## config.mk

```make
export PLATFORM = sky130hd
export DESIGN_NAME = opfwd_ecc_gate
export DESIGN_NICKNAME = d
export VERILOG_FILES = /design/src/rtl/opfwd_pkg.sv /design/src/rtl/opfwd_match.sv /design/src/rtl/opfwd_port.sv /design/src/rtl/opfwd_alert.sv /design/src/rtl/opfwd_ecc_gate.sv
export SDC_FILE = /design/constraint.sdc
export NUM_CORES = 1
export LEC_CHECK = 0
export BUFFER_PORTS_ARGS = -buffer_cell sky130_fd_sc_hd__buf_4
export CAP_MARGIN = 20
export CORE_AREA = 2 2 77 79
export DETAILED_ROUTE_END_ITERATION = 8
export DIE_AREA = 0 0 79 81
export PLACE_DENSITY = 0.6
export SYNTH_ARGS = -nofsm -noshare
export SYNTH_HDL_FRONTEND = slang
export SYNTH_SLANG_ARGS = --single-unit
```

## constraint.sdc

```tcl
create_clock -name clk_i -period 2.5 [get_ports clk_i]
set_input_delay 0.5 -clock clk_i [delete_from_list [all_inputs] [get_ports clk_i]]
set_output_delay 0.5 -clock clk_i [all_outputs]
set_load 0.02 [all_outputs]
```

## src/rtl/opfwd_pkg.sv

```systemverilog
package opfwd_pkg;

   typedef enum logic {
      SRC_RF = 1'b0,
      SRC_WB = 1'b1
   } opsrc_e;

   localparam int unsigned NPORT = 2;

endpackage

```

## src/rtl/opfwd_match.sv

```systemverilog
module opfwd_match #(
   parameter int unsigned AW = 5
) (
   input  logic [AW-1:0] addr_i,
   input  logic [AW-1:0] dest_i,
   input  logic          valid_i,
   output logic          match_o
);
   logic nonzero;

   assign nonzero = |addr_i;
   assign match_o = valid_i & nonzero & (addr_i == dest_i);
endmodule

```

## src/rtl/opfwd_port.sv

```systemverilog
module opfwd_port
   import opfwd_pkg::*;
#(
   parameter int unsigned XLEN = 32,
   parameter int unsigned AW   = 5,
   parameter int unsigned EW   = 7
) (
   input  logic [AW-1:0]   addr_i,
   input  logic            en_i,
   input  logic [XLEN-1:0] rf_data_i,
   input  logic [EW-1:0]   ecc_i,
   input  logic [AW-1:0]   wb_dest_i,
   input  logic            wb_valid_i,
   input  logic            wb_write_i,
   input  logic            load_pend_i,
   input  logic [XLEN-1:0] wb_data_i,
   output logic [XLEN-1:0] op_o,
   output logic            err_o,
   output logic            hazard_o
);
   logic   match;
   opsrc_e src;

   opfwd_match #(.AW(AW)) u_match (
      .addr_i  (addr_i),
      .dest_i  (wb_dest_i),
      .valid_i (wb_valid_i),
      .match_o (match)
   );

   // Forwarding is in use only when the writeback stage really writes.
   always_comb begin
      src = SRC_RF;
      if (match && wb_write_i) begin
         src = SRC_WB;
      end
   end

   assign op_o = (src == SRC_WB) ? wb_data_i : rf_data_i;

   // Mask on consumption of the forwarded value, not on address match.
   assign err_o    = (|ecc_i) & en_i & (src == SRC_RF);
   assign hazard_o = match & en_i & load_pend_i;
endmodule

```

## src/rtl/opfwd_alert.sv

```systemverilog
module opfwd_alert #(
   parameter int unsigned N   = 2,
   parameter bit          REG = 1'b1
) (
   input  logic         clk_i,
   input  logic         rst_ni,
   input  logic [N-1:0] err_i,
   output logic         alert_o
);
   logic any_err;

   assign any_err = |err_i;

   if (REG) begin : g_reg
      logic alert_q;
      always_ff @(posedge clk_i or negedge rst_ni) begin
         if (!rst_ni) begin
            alert_q <= 1'b0;
         end else begin
            alert_q <= any_err;
         end
      end
      assign alert_o = alert_q;
   end else begin : g_comb
      logic unused_clk;
      assign unused_clk = clk_i ^ rst_ni;
      assign alert_o    = any_err;
   end
endmodule

```

## src/rtl/opfwd_ecc_gate.sv

```systemverilog
module opfwd_ecc_gate
   import opfwd_pkg::*;
#(
   parameter int unsigned XLEN      = 32,
   parameter int unsigned AW        = 5,
   parameter int unsigned EW        = 7,
   parameter bit          ALERT_REG = 1'b1
) (
   input  logic            clk_i,
   input  logic            rst_ni,
   input  logic [AW-1:0]   rd_addr_a_i,
   input  logic            rd_en_a_i,
   input  logic [XLEN-1:0] rf_data_a_i,
   input  logic [EW-1:0]   rf_ecc_a_i,
   input  logic [AW-1:0]   rd_addr_b_i,
   input  logic            rd_en_b_i,
   input  logic [XLEN-1:0] rf_data_b_i,
   input  logic [EW-1:0]   rf_ecc_b_i,
   input  logic [AW-1:0]   wb_dest_i,
   input  logic            wb_valid_i,
   input  logic            wb_write_i,
   input  logic            wb_load_pend_i,
   input  logic [XLEN-1:0] wb_data_i,
   output logic [XLEN-1:0] op_a_o,
   output logic [XLEN-1:0] op_b_o,
   output logic            stall_o,
   output logic            alert_o
);
   if (XLEN < 1) begin : g_bad_xlen
      $error("XLEN must be at least 1");
   end
   if (AW < 1) begin : g_bad_aw
      $error("AW must be at least 1");
   end
   if (EW < 1) begin : g_bad_ew
      $error("EW must be at least 1");
   end

   logic [AW-1:0]   addr   [NPORT];
   logic            en     [NPORT];
   logic [XLEN-1:0] rdata  [NPORT];
   logic [EW-1:0]   ecc    [NPORT];
   logic [XLEN-1:0] op     [NPORT];
   logic [NPORT-1:0] err;
   logic [NPORT-1:0] hazard;

   assign addr[0]  = rd_addr_a_i;
   assign addr[1]  = rd_addr_b_i;
   assign en[0]    = rd_en_a_i;
   assign en[1]    = rd_en_b_i;
   assign rdata[0] = rf_data_a_i;
   assign rdata[1] = rf_data_b_i;
   assign ecc[0]   = rf_ecc_a_i;
   assign ecc[1]   = rf_ecc_b_i;

   for (genvar p = 0; p < NPORT; p++) begin : g_port
      opfwd_port #(.XLEN(XLEN), .AW(AW), .EW(EW)) u_port (
         .addr_i      (addr[p]),
         .en_i        (en[p]),
         .rf_data_i   (rdata[p]),
         .ecc_i       (ecc[p]),
         .wb_dest_i   (wb_dest_i),
         .wb_valid_i  (wb_valid_i),
         .wb_write_i  (wb_write_i),
         .load_pend_i (wb_load_pend_i),
         .wb_data_i   (wb_data_i),
         .op_o        (op[p]),
         .err_o       (err[p]),
         .hazard_o    (hazard[p])
      );
   end

   assign op_a_o  = op[0];
   assign op_b_o  = op[1];
   assign stall_o = |hazard;

   opfwd_alert #(.N(NPORT), .REG(ALERT_REG)) u_alert (
      .clk_i   (clk_i),
      .rst_ni  (rst_ni),
      .err_i   (err),
      .alert_o (alert_o)
   );
endmodule

```

==> impl_metrics.csv <==
group,metric,value,unit
timing,layout_setup_ws,-0.0826,ns
power,p_switching,0.197,mW
placed_design,dp_hpwl,4500,um
critical_path,critPathLaunchType,"input pin",
floorplanning,row_count,28,
critical_path,cp-end-kind,"primary output",
yosys,ys_seq_elements,1,
timing,period_share,103,%
global_routing,grt_pass1_wl,7930,um
floorplanning,die_height,81,um
cells_and_area,finalNonFillerCells,383,
yosys,ys_top_cells_by_area,"mux2_4, mux2_2, xnor2_1",
power,peakVddDrop,0.0810,mV
routing,vias,1654,
min_path,worst_hold_path_type,"in -> async",
timing,hold_viol_final,0,
timing,setup_viol,64,
cells_and_area,largest_register_ffs,1,
critical_path,cp.required,2.00,ns
placed_design,pre_cts_ws,-0.126,ns
critical_path,critPathKind,"in -> out",
placed_design,post-place-cells,374,
cells_and_area,num-fill-cells,496,
timing,hold_ws,0.277,ns
yosys,avgSynthCellArea,11.1,um^2
timing,worst_pin_slew,0.288,ns
power,seqPwrFrac,3.2,%
global_routing,grt_max_degree,23,
routing,drt_first_pass_iters,4,
placed_design,place.port_buffers,197,
status,violations,"setup timing",
yosys,ys_warn_count,0,
floorplanning,dieArea,0.00640,mm^2
yosys,synth_nets,234,
global_routing,grt_pass1_vias,1611,
timing,drv_slew,0,
yosys,synthArstFlopShare,100,%
routing,dr_wl_met2,3260,um
yosys,synth_edf_count,0,
routing,dr_wl_met3,602,um
routing,wl_met1,1960,um
routing,ant_nets,0,
timing,rsz0062_at_grt,"yes",
cts,clkTransAtPathRegs,0,ns
power,cellInternalPower,0.350,mW
placed_design,globalplace.congestion,0.751,
critical_path,crit_fanout,19,
global_routing,antenna_found_initial,0,
power,switching_share,36.0,%
critical_path,cp.arrival,2.08,ns
cells_and_area,syn2layout_area_growth,184,%
floorplanning,io_pins,198,
cells_and_area,layout-drive-gt1-share,93.5,%
timing,setup_tns,-3.67,ns
power,leakage,1.56,nW
yosys,netlist_instances,102,
power,pwr-share-comb,96.8,%
placed_design,place_area,0.00275,mm^2
yosys,netlist.area_leader.share,38.5,%
timing,relSlewSlack,80.6,%
routing,drc,0,
yosys,synth_cell_types,24,
routing,initialDrtViolationCount,30,
power,clockPowerShare,0,%
cells_and_area,fin_util,56.7,%
global_routing,overflow,0,
yosys,netlist_area,0.00113,mm^2
floorplanning,coreArea,0.00568,mm^2
power,power,0.548,mW
floorplanning,die_w,79,um
routing,wirelength,5850,um
cells_and_area,n_antenna_cell,0,
yosys,synth_top_cell_by_area,"mux2_4",
yosys,synth_top_flop_cell,"dfrtp_1",
cells_and_area,finalNetCount,442,
routing,top_layer,"met4",
yosys,yosysMostFrequentCell,"mux2_2",
cells_and_area,fin_area,0.00322,mm^2
global_routing,grtUsageTotal,15.0,%
routing,wire_per_inst,15.3,um
power,p_per_area,170,mW/mm^2
run,drv_cap,0,
timing,timing.fmax,387,MHz
status,status,"finished, violations left",
yosys,netlist_top_cells_count,"mux2_2, mux2_4, xnor2_1, nand3_1",
timing,final.min_clock_period,2.58,ns
floorplanning,initial_core_util,19.9,%
routing,vias_per_cell,4.32,
yosys,ys_seq_area_share,2.21,%
## power groups by stage
stage	clock network (mW)	registers, mW	logic (mW)
3_3_place_gp	0	0.0176	0.451
5_1_grt	0	0.0176	0.562
6_report	0	0.0176	0.530
3_5_place_dp	0	0.0176	0.456
4_1_cts	0	0.0176	0.494
2_1_floorplan	0	0.0189	0.184
## kinds of logic (layout without fill, tap and decap cells)
logic type | Yosys count | count (layout) | share of synthesized area (%)
AOI/OAI and AO/OA | 7 | 7 | 5.31
xor gates and xnor gates | 8 | 8 | 6.19
buffers and inverters | 7 | 213 | 4.65
DFF | 1 | 1 | 2.21
muxes | 64 | 64 | 73.3
and+or+nand+nor | 15 | 15 | 8.30
## critical path, stage by stage
cell	delay, ns
buf_8	0.10
or4_4	0.57
a21oi_4	0.20
nor3_4	0.08
buf_12	0.17
mux2_4	0.31
buf_6	0.13
## layer usage
layer  vias up  global-route usage, %
met2        98                   30.2
met3         4                   4.00
met1       745                   16.5
met5         -                      0
li1        807                      -
met4         0                  0.345
## area by class of cell
class | count | area (um^2) | share of cell area [%]
multi-input combinational | 94 | 1150 | 35.8
tap | 75 | 93.8 | 2.92
timing repair buffer | 212 | 1940 | 60.4
sequential | 1 | 25.0 | 0.778
inverter | 1 | 3.75 | 0.117
## worst max path at each step
stage / from / to / slack [ns]
2_1_floorplan: wb_dest_i[0] / op_a_o[25] / 0.20
3_3_place_gp: wb_dest_i[0] / op_b_o[18] / -0.11
3_5_place_dp: wb_dest_i[0] / op_b_o[28] / -0.13
4_1_cts: wb_dest_i[3] / op_a_o[12] / -0.04
5_1_grt: wb_dest_i[3] / op_b_o[15] / -0.11
6_report: wb_dest_i[3] / op_b_o[13] / -0.08
## placed cells by master, fill, tap and decap left out, types with 2 or more instances in the layout
cell type	count
xnor2_1	3
nand3_2	2
buf_4	136
mux2_4	32
clkbuf_16	2
nand4_1	2
o41ai_1	2
nand3_1	2
mux2_2	32
buf_12	4
or4_1	2
xnor2_2	4
buf_6	69
## repair_timing
item / in CTS / in global routing
setup buffers: 3 / 2
hold buffers: 0 / 0
pin swaps: 1 / 4
gates resized for setup: 43 / 41
gates cloned: 1 / 3
endpoints found under the setup margin: 47 / 65
Note: power is estimated with default switching activity, not from simulation.
